===== src/rtl/pwl_sigmoid.sv =====
module pwl_sigmoid #(
  parameter int IW = 32,
  parameter int IF = 24,
  parameter int OW = 16,
  parameter int OF = 12
) (
  input  logic                 clk,
  input  logic                 rst_n,
  input  logic                 act_valid_i,
  input  logic signed [IW-1:0] x_i,
  output logic                 act_valid_o,
  output logic [OW-1:0]        act_o
);

  localparam int YW = IF + 2;
  localparam int DROP = IF - OF;
  localparam logic [IW-1:0] MAG_MAX = {1'b0, {(IW-1){1'b1}}};
  localparam logic [IW-1:0] MOST_NEG = {1'b1, {(IW-1){1'b0}}};
  localparam logic [IW-1:0] BRK_SAT = IW'(5) << IF;
  localparam logic [IW-1:0] BRK_HI = IW'(19) << (IF - 3);
  localparam logic [IW-1:0] BRK_MID = IW'(1) << IF;
  localparam logic [YW-1:0] Y_ONE = YW'(1) << IF;
  localparam logic [YW-1:0] OFS_HI = YW'(27) << (IF - 5);
  localparam logic [YW-1:0] OFS_MID = YW'(5) << (IF - 3);
  localparam logic [YW-1:0] OFS_LO = YW'(1) << (IF - 1);
  localparam logic [OW-1:0] OUT_ONE = OW'(1) << OF;
  localparam logic [OW-1:0] OUT_HALF = OW'(1) << (OF - 1);

  logic          neg;
  logic [IW-1:0] mag;
  logic [YW-1:0] y_mag;
  logic [YW-1:0] y_fold;
  logic [YW-1:0] y_trunc;

  assign neg = x_i[IW-1];
  assign mag = !neg ? x_i : (x_i == MOST_NEG) ? MAG_MAX : -x_i;

  always_comb begin
    if (mag >= BRK_SAT)
      y_mag = Y_ONE;
    else if (mag >= BRK_HI)
      y_mag = YW'(mag >> 5) + OFS_HI;
    else if (mag >= BRK_MID)
      y_mag = YW'(mag >> 3) + OFS_MID;
    else
      y_mag = YW'(mag >> 2) + OFS_LO;
  end

  assign y_fold  = neg ? (Y_ONE - y_mag) : y_mag;
  assign y_trunc = y_fold >> DROP;

  always_ff @(posedge clk or negedge rst_n) begin
    if (!rst_n) begin
      act_valid_o <= 1'b0;
      act_o       <= '0;
    end else begin
      act_valid_o <= act_valid_i;
      if (act_valid_i)
        act_o <= OW'(y_trunc);
    end
  end

  initial begin
    AST_PARAM_FIT: assert (IF >= 5 && IF >= OF && OF >= 1 && IW - IF >= 4 && OW >= OF + 1);
  end

  AST_LATENCY_HI: assert property (@(posedge clk) disable iff (!rst_n)
    act_valid_i |=> act_valid_o);
  AST_LATENCY_LO: assert property (@(posedge clk) disable iff (!rst_n)
    !act_valid_i |=> !act_valid_o);
  AST_RANGE: assert property (@(posedge clk) disable iff (!rst_n)
    act_o <= OUT_ONE);
  AST_SAT_POS: assert property (@(posedge clk) disable iff (!rst_n)
    (act_valid_i && x_i >= $signed(BRK_SAT)) |=> act_o == OUT_ONE);
  AST_SAT_NEG: assert property (@(posedge clk) disable iff (!rst_n)
    (act_valid_i && x_i <= -$signed(BRK_SAT)) |=> act_o == '0);
  AST_POS_HALF: assert property (@(posedge clk) disable iff (!rst_n)
    (act_valid_i && !x_i[IW-1]) |=> act_o >= OUT_HALF);
  AST_NEG_HALF: assert property (@(posedge clk) disable iff (!rst_n)
    (act_valid_i && x_i[IW-1]) |=> act_o <= OUT_HALF);
  AST_HOLD: assert property (@(posedge clk) disable iff (!rst_n)
    !act_valid_i |=> $stable(act_o));

endmodule


===== config.mk =====
export PLATFORM = sky130hd
export DESIGN_NAME = pwl_sigmoid
export DESIGN_NICKNAME = d
export VERILOG_FILES = /design/src/rtl/pwl_sigmoid.sv
export SDC_FILE = /design/constraint.sdc
export NUM_CORES = 1
export LEC_CHECK = 0
export BUFFER_PORTS_ARGS = -buffer_cell sky130_fd_sc_hd__clkbuf_2
export CAP_MARGIN = 20
export CORE_ASPECT_RATIO = 1.25
export CORE_MARGIN = 2
export CORE_UTILIZATION = 40
export CTS_BUF_LIST = sky130_fd_sc_hd__clkbuf_4
export CTS_CLUSTER_DIAMETER = 120
export DETAILED_ROUTE_END_ITERATION = 12
export SLEW_MARGIN = 20
export SYNTH_ARGS = -nofsm -noshare
export SYNTH_HDL_FRONTEND = slang
export SYNTH_SLANG_ARGS = --single-unit

===== constraint.sdc =====
create_clock -name clk -period 1 [get_ports clk]
set_input_delay 0.05 -clock clk [delete_from_list [all_inputs] [get_ports clk]]
set_output_delay 0.05 -clock clk [all_outputs]
set_load 0.01 [all_outputs]

---- Word level (Yosys, flattened, before mapping) ----
Index checks and enable logic that the tools add are counted.
cells by class
  $add $sub $neg .......................... 5
  $lt $le $gt $ge ......................... 3
  equality and inequality tests ........... 1
  multiplexer cells ....................... 6
operators with widths
  kind                                                    count
  2-to-1 mux 26 bit                                       4
  adder 26 x 24 -> 26 bit (second input constant)         3
  2-to-1 mux 32 bit                                       2
  equality test 32 bit (second input constant)            1
  >= comparator 32 x 25 -> 1 bit (second input constant)  1
  >= comparator 32 x 26 -> 1 bit (second input constant)  1
  >= comparator 32 x 27 -> 1 bit (second input constant)  1
  negation 32 bit                                         1
  subtractor 25 x 26 -> 26 bit (first input constant)     1
storage, ports and cells
  bits in registers ....................... 15
  input bits .............................. 35
  output and inout port bits .............. 17
  word-level logic and storage cells ...... 17

---- Longest topological paths before layout ----
Gate-level depths: netlist of the first run.
  word-level depth ........................ 9
  gate-level depth with buffers ........... 22
  mapped depth without buffers ............ 17

---- Worst setup path after synthesis of the first run ----
No wires, ideal clock.
  path kind ............................... input -> register
  start point ............................. input port x_i[0]
  end point ............................... register act_o[13]
  library setup time ...................... 69 ps
  data arrival time ....................... 4597 ps
  required time ........................... 931 ps
  slack ................................... -3667 ps
  cell stages on the path ................. 17
  buffers on the path ..................... 1
  cell sequence ........................... inv_1 -> ha_1 -> or4b_1 -> clkbuf_1 -> or4_4 -> o31ai_2 -> mux2i_1 -> ha_1 -> nand3_1 -> nor4_1 -> a21oi_4 -> mux2_1 -> a22o_1 -> a31oi_1 -> nand4b_1 -> or4b_1 -> nand3_1
on the way
  word-level cells in the longest chain between the ends .. 9
  elaborated cells between the ends (all ways) .. 15
  those cells by class .................... add/sub (5); order compare (3); eq/ne (1); mux (6)
ends and longest elaborated chain
  what                                                            RTL line  RTL
  start: declaration                                              10        input logic signed [IW-1:0] x_i,
  negation 32 bit / equality test 32 bit (equally long branches)  36        assign mag = !neg ? x_i : (x_i == MOST_NEG) ? MAG_MAX : -x_i;
  2-to-1 mux 32 bit                                               36
  2-to-1 mux 32 bit *                                             36
  adder 26 x 24 -> 26 bit, or another cell as far along           46        y_mag = YW'(mag >> 2) + OFS_LO;
  2-to-1 mux 26 bit                                               43        else if (mag >= BRK_MID)
  2-to-1 mux 26 bit                                               41        else if (mag >= BRK_HI)
  2-to-1 mux 26 bit *                                             39        if (mag >= BRK_SAT)
  subtractor 25 x 26 -> 26 bit                                    49        assign y_fold = neg ? (Y_ONE - y_mag) : y_mag;
  2-to-1 mux 26 bit *                                             49
  end signal: assignment                                          59        act_o <= OW'(y_trunc);
  end: declaration                                                12        output logic [OW-1:0] act_o
Mark *: on every way between the ends. The rest lies on a longest branch, timed or not.
A chain may end at the register's enable or synchronous reset.

---- Worst setup path after layout of the first run ----
  start point ............................. input port x_i[4]
  end point ............................... register act_o[7]
on the way
  word-level cells in the longest chain between the ends .. 9
  elaborated cells between the ends (all ways) .. 15
  those cells by class .................... add/sub (5); order compare (3); eq/ne (1); mux (6)
ends and longest elaborated chain
  what                                                            RTL line  RTL
  negation 32 bit / equality test 32 bit (equally long branches)  36
  2-to-1 mux 32 bit                                               36
  2-to-1 mux 32 bit *                                             36
  adder 26 x 24 -> 26 bit, or another cell as far along           44        y_mag = YW'(mag >> 3) + OFS_MID;
  2-to-1 mux 26 bit                                               43
  2-to-1 mux 26 bit                                               41
  2-to-1 mux 26 bit *                                             39
  subtractor 25 x 26 -> 26 bit                                    49
  2-to-1 mux 26 bit *                                             49
Marked as above.

==> results of run 1 <==
synthesized netlist by cell type, types with 3 or more instances:
library cell | instances | share of area, %
o31a_1 | 4 | 1.1
a211oi_1 | 5 | 1.2
nor3_1 | 13 | 2.0
nand2_1 | 38 | 4.4
buf_2 | 5 | 0.77
nor3b_1 | 3 | 0.70
o211ai_1 | 5 | 1.2
buf_6 | 5 | 1.7
xor2_1 | 17 | 4.6
inv_1 | 10 | 1.2
nor2_1 | 43 | 5.0
o31ai_1 | 8 | 1.9
a311oi_1 | 4 | 1.1
nor4b_1 | 3 | 0.81
xnor2_1 | 18 | 4.9
nand2b_1 | 4 | 0.77
nand4_1 | 7 | 1.4
nor4_1 | 13 | 2.5
or4_1 | 6 | 1.4
a221oi_1 | 3 | 0.81
o41ai_1 | 7 | 1.9
buf_4 | 3 | 0.70
ha_1 | 8 | 3.1
dfrtp_1 | 15 | 12
and2_1 | 6 | 1.2
mux2_2 | 3 | 1.0
or4_4 | 4 | 1.4
mux2i_1 | 12 | 3.7
a21oi_1 | 35 | 5.4
o21ai_0 | 14 | 2.2
nand3_1 | 16 | 2.5
nand4b_1 | 3 | 0.81
and3_1 | 5 | 0.97
or3_1 | 10 | 1.9
a41oi_1 | 4 | 1.1
mux2_1 | 4 | 1.4
clkbuf_1 | 20 | 2.3
or2_2 | 4 | 0.77
a31oi_1 | 7 | 1.4
cells by family after synthesis:
logic type | share of synthesized area, %
adder cells (fa/ha/maj) | 3.098
other | 0.1161
AND/OR/NAND/NOR | 34.16
AO/OA/AOI/OAI | 28.43
buffers and inverters | 6.932
flip-flops | 11.62
multiplexers | 6.158
XOR/XNOR | 9.489
stage by stage:
step | area [um^2] | instances | worst slack (ns) | util (%)
2_1_floorplan | 3383 | 444 | -3.136 | -
3_3_place_gp | 4912 | 735 | -3.405 | 62.68
3_5_place_dp | 4912 | 735 | -3.550 | 62.68
4_1_cts | 5255 | 764 | -2.974 | 67.05
5_1_grt | 5488 | 771 | -3.117 | 70.02
6_report | 5488 | 771 | -2.993 | 70.02
flip-flops by register name, summed over array words and instances (netlist names):
name and cells:
act_o 14, act_valid_o 1
critical path, cell delays in order:
cell	delay (ns)
buf_6	0.09
or4_4	0.60
or4_4	0.57
buf_4	0.17
nor4_4	0.26
buf_4	0.20
nand4bb_1	0.13
a211o_1	0.15
nor3_4	0.08
a21oi_4	0.29
buf_6	0.18
mux2i_4	0.24
a311oi_2	0.12
a211oi_2	0.22
buf_4	0.19
nand4b_1	0.19
or3_1	0.42
nand3_2	0.08
power by group:
| group | switching (mW) | internal, mW | total (mW) | leakage, nW |
|---|---|---|---|---|
| Combinational | 1.12 | 1.16 | 2.28 | 2.25 |
| Sequential | 0.0453 | 0.693 | 0.739 | 0.191 |
| Clock | 0.215 | 0.150 | 0.365 | 0.0177 |
repair_timing:
action                     CTS  global route
setup endpoints to repair   14            14
pin swaps                   15            25
gates cloned                 1             0
hold buffers                 2             0
buffers inserted            22             7
hold endpoints to repair    16             0
resized for setup           26            36
metal layers:
metal  part of all wire (%)  wire, um  up-vias
met4                    4.4       531        0
met3                    4.0       480       39
li1                       -         -     2167
met5                      0         0        -
met2                     54      6490      162
met1                     38      4510     2062
final timing paths:
check,cells after the start,startpoint,slack [ns],endpoint
setup / recovery,18,x_i[4],-2.99,act_o[7]
hold / removal,3,act_valid_i,0.12,act_o[12]
setup reg to reg,2,act_o[13],0.10,act_o[13]
hold reg to reg,2,act_o[12],0.51,act_o[12]
max in group asynchronous,2,rst_n,0.56,act_o[2]
min in group asynchronous,2,rst_n,0.18,act_o[13]
final cells by class:
class	instances	area [um^2]	share of cell area, %
clock buffer	3	22.52	0.4104
clock inverter	1	5.005	0.09120
inverter	11	58.81	1.072
multi-input combinational	385	2980	54.31
sequential	15	375.4	6.840
tap	95	118.9	2.166
timing repair buffer	261	1927	35.11
==> impl_results.md, run 1 <==
* First-pass GRT wire length at 19.59 mm
* Fin crit share at 399.3%
* M1 GR Usage at 28.39%
* Max_slew headroom at 65.37%
* Clock Skew at 0 ns
* Fillers at 648
* Setup-failing EPs final at 14
* Worst Tran Pin Value at around 0.5 ns
* Initial antenna violation count at 0
* Largest net degree at the start of global routing at 18
* TNS Setup at -40.62 ns
* Commonest non-fill, non-tap cells in the layout: buf_4 (198), clkbuf_2 (46), nor2_1 (43)
* Critical path class: in -> reg
* Area Overhead vs Synth at 69.87%
* Tot Pwr at around 3.4 mW
* Num CTS Buffers at 3
* Status: finished with violations
* H-tree Lvls at 1
* Via count at 4430
* CP startpoint kind: input port
* GRT met2 Usage at 50.79%
* Leakage power at 2.458 nW
* Worst Hold Class: in -> reg
* Vias in the first global route at 4412
* Sink Count at 15
* Unrepaired setup endpoints after global routing: true
* CTS tree: done
* Worst setup margin at -2.993 ns
* Fin crit period at 3.993 ns
* # port buffers at 49
* Die width at about 84 um
* ANT nets after route at 0
* Syn Area/Cell at between 7 and 8 um^2
* Fin. Hold Viols at 0
* CTS clk-pin slew, worst paths at 0.09 ns
* M3 GR Usage at 1.746%
* Routability-driven placement congestion ratio at 0.9609
* Initial Utilization at 41.22%
* Asr flop ratio synth at 100.0%
* Commonest non-fill, non-tap cell in the layout: buf_4
* Die ar. at roughly 8800 um^2
* Layout cells sized above 1 at 50.59%
* WHS at between 0.1 and 0.15 ns
* Die span in y at 104.5 um
* GRT Overall Usage at between 20% and 30%
* CTS root buf: clkbuf_4
* Global routing's busiest layer: met2
* Row count at 36
* HPWL reported at the end of detailed placement at about 9.3 mm
* Antenna fix cells at 0
* Post-synth EDFFs at 0
* CP max FO at 8
* Vias per Instance at 5.746
* Yosys reg bits at 15
* Nets at around 700
* First drt pass iteration count at 5
* Grt total ovfl at 0
* Number of buffers on the longest clock path at 2
* Number of synthesis warnings at 0
* Maximum VDD drop at 0.6207 mV
* Number of I/O pins at 52
* DRC at 0
* Synth Flop Type: dfrtp_1
* Pwr dens at about 620 nW/um^2
* Failing checks: setup timing
* Worst-skew pair later-pin latency at 0.30 ns
* Fmax at 250.4 MHz
* Slew Viols, Final at 0
* Core Box Area at 7838 um^2
* CP Capture Type: register
* WP data required at 1.25 ns
* Unique cell type count in the Yosys netlist at 76
* Post-synthesis cell count at 443
* Mapped Area at 3231 um^2
* DR WL/cell at about 16 um
* Overall routed net length at 12.01 mm
* Register area share after synthesis at a little under an eighth
* Initial drt markers at 256
* Worst Path Arrival at 4.24 ns
* Max-Cap Viols at 0
No activity file was read; power rests on OpenSTA's default activity.
==> run 2, diff against run 1 <==
Settings changed: CELL_PAD_IN_SITES_DETAIL_PLACEMENT from default to 0, CELL_PAD_IN_SITES_GLOBAL_PLACEMENT from default to 1, PLACE_DENSITY_LB_ADDON from default to 0.1.
==> run 2 against run 1 <==
Effect of this change: the flow still finishes with violations (setup timing); critical path depth increased by 1; global-route usage decreased by 0.38 points; count of clock-buffer cells in the layout unchanged; critical path type unchanged; critical endpoint is now act_o[9]; largest cell class unchanged.
==> impl_results.md, run 2 (same netlist as run 1, synthesis figures left out) <==
* Commonest non-fill, non-tap cell in the layout: buf_4
* Core Box Area at 7838 um^2 (unchanged)
* WHS at 0.1135 ns (-0.008951 ns)
* Failing checks: setup timing
* Row count at 36 (unchanged)
* Num CTS Buffers at 3 (unchanged)
* Crit path buffers/inverters at 6 (+1)
* R2R Path Start: act_o[13]
* Worst Hold Class: in -> reg
* GRT Overall Usage at 25.83% (-0.38 points)
* Critical-path cell with the highest stage delay: or4_4
* Worst Tran Pin Value at 0.5347 ns (+0.01997 ns)
* Unrepaired setup endpoints after global routing: true
* First-pass GRT wire length at 19.14 mm (-2.3%)
* Number of I/O pins at 52 (unchanged)
* Die span in y at 104.5 um (unchanged)
* Critical path class: in -> reg
* Commonest non-fill, non-tap cells in the layout: buf_4 (200), clkbuf_2 (46), nor2_1 (43)
* Pwr dens at 612.9 nW/um^2 (-0.60%)
* CP startpoint kind: input port
* Core Util, Final at 72.78% (+2.8 points)
* Critical path, cell by cell: buf_6 -> or4_4 -> buf_6 -> buf_6 -> or3_4 -> o31a_1 -> o31a_1 -> a211o_1 -> nor3_4 -> a21oi_4 -> buf_6 -> mux2_4 -> a21oi_2 -> nor3_4 -> buf_4 -> buf_4 -> a41oi_2 -> xor2_1 -> a21oi_1
* Die width at 84.38 um (unchanged)
* Sink Count at 15 (unchanged)
* DRC at 0 (unchanged)
* WP data required at 1.18 ns (-0.07 ns)
* Most flops, register: act_o
* Met3 WL at 379 um (-21%)
* Clock Skew at 0 ns (unchanged)
* Leakage power at 2.531 nW (+3.0%)
* Initial drt markers at 246 (-3.9%)
* Die ar. at 8816 um^2 (unchanged)
* Vias per Instance at 5.641 (-1.8%)
* Area Overhead vs Synth at 76.57%
* ANT nets after route at 0 (unchanged)
* Worst setup margin at -3.054 ns (-0.06085 ns)
* Fin crit share at 405.4% (+6.1 points)
* Hold path start: act_valid_i
* Crit path top cell by count: buf_6
* Layout cells sized above 1 at 52.26% (+1.7 points)
* R2R depth at 2 (unchanged)
* Max reg flops at 14 (unchanged)
* HPWL reported at the end of detailed placement at 9.305 mm (about the same)
* Worst-skew pair later-pin latency at 0.29 ns (about the same)
* Max-Cap Viols at 0 (unchanged)
* Worst Hold End: act_o[12]
* Slew Viols, Final at 0 (unchanged)
* R2R Setup Slk at 0.02 ns (-0.08 ns)
* Antenna fix cells at 0 (unchanged)
* Number of buffers on the longest clock path at 2 (unchanged)
* Routability-driven placement congestion ratio at 0.9371 (-2.5%)
* Fmax at 246.7 MHz (-1.5%)
* Met2 Wirelength at 6.844 mm (+5.5%)
* Crit path largest cell delay at 0.59 ns (about the same)
* CTS root buf: clkbuf_4
* Grt total ovfl at 0 (unchanged)
* Fin. Hold Viols at 0 (unchanged)
* Vias in the first global route at 4275 (-3.1%)
* Hold depth at 3 (unchanged)
* R2r endpoint: act_o[13]
* Worst Path Arrival at 4.23 ns (about the same)
* Post-DP Area at 4910 um^2 (about the same)
* Initial Utilization at 41.22% (unchanged)
* Overall routed net length at 12.47 mm (+3.8%)
* Fillers at 613 (-5.4%)
* Crit path max-delay family: compound AO/OA/AOI/OAI gates
* Largest net degree at the start of global routing at 18 (unchanged)
* Nets at 731 (+1.5%)
* CP Capture Type: register
* TNS Setup at -41.67 ns (-1.044 ns)
* CP max FO at 6 (-2)
* Design area at 5704 um^2 (+3.9%)
* Setup-failing EPs final at 14 (unchanged)
* CTS tree: done
* First drt pass iteration count at 5 (unchanged)
* Fin crit period at 4.054 ns (+0.06085 ns)
* M1 wire length at 4.807 mm (+6.6%)
* CTS clk-pin slew, worst paths at 0.09 ns (about the same)
* H-tree Lvls at 1 (unchanged)
* Via count at 4411 (-0.43%)
* Final Non-Filler Cells at 782 (+1.4%)
* # port buffers at 49 (unchanged)
* Placed insts at 733 (-0.27%)
* Max_slew headroom at 64.11% (-1.3 points)
* Tot Pwr at 3.496 mW (+3.3%)
* DR WL/cell at 15.94 um (+2.3%)
* Post-Place Setup Slack at -3.584 ns (-0.03419 ns)
* Biggest regs: act_o x14, act_valid_o x1
* Initial antenna violation count at 0 (unchanged)
* Status: finished with violations
* DR top layer: met4
* Maximum VDD drop at 0.8161 mV (+31%)
-- run 2: cell type report --
type / count / area, um^2 / area share [%]
inverters: 11 / 58.81 / 1.031
flip-flops and latches: 15 / 375.4 / 6.580
clock inverters: 1 / 5.005 / 0.08774
repair buffers: 273 / 2076 / 36.39
well taps: 95 / 118.9 / 2.084
clock buffers: 3 / 22.52 / 0.3948
multi-input cells: 384 / 3048 / 53.43
-- run 2: worst max-delay path by stage --
stage	start	end	cells after the start
floorplan	x_i[1]	act_o[13]	17
global placement	x_i[1]	act_o[13]	17
detailed placement	x_i[1]	act_o[13]	17
CTS	x_i[4]	act_o[12]	15
global route	x_i[1]	act_o[9]	25
finish	x_i[3]	act_o[9]	19
-- run 2: worst reg2reg max path, delay by kind of cell (launching register included) --
family,cells,cell delay [ns]
flip-flops,1,0.39
AO/OA/AOI/OAI,1,0.37
AND/OR/NAND/NOR,1,0.10
-- run 2: power by group --
group          internal, mW  switching (mW)  total (mW)
Sequential            0.693          0.0429       0.736
Clock                 0.149           0.202       0.351
Combinational          1.24            1.17        2.41
Total                  2.08            1.41        3.50
-- run 2: what timing repair did --
item / in CTS / in global routing
pin swaps: 42 / 30
setup buffers: 31 / 16
hold endpoints to repair: 16 / 0
gates resized for setup: 43 / 44
hold buffers: 2 / 0
setup endpoints to repair: 14 / 14
-- run 2: layer usage --
metal	vias to the layer above	global-route usage, %
li1	2185	-
met1	2057	27.05
met2	130	51.19
met3	39	1.111
met4	0	12.36
met5	-	0
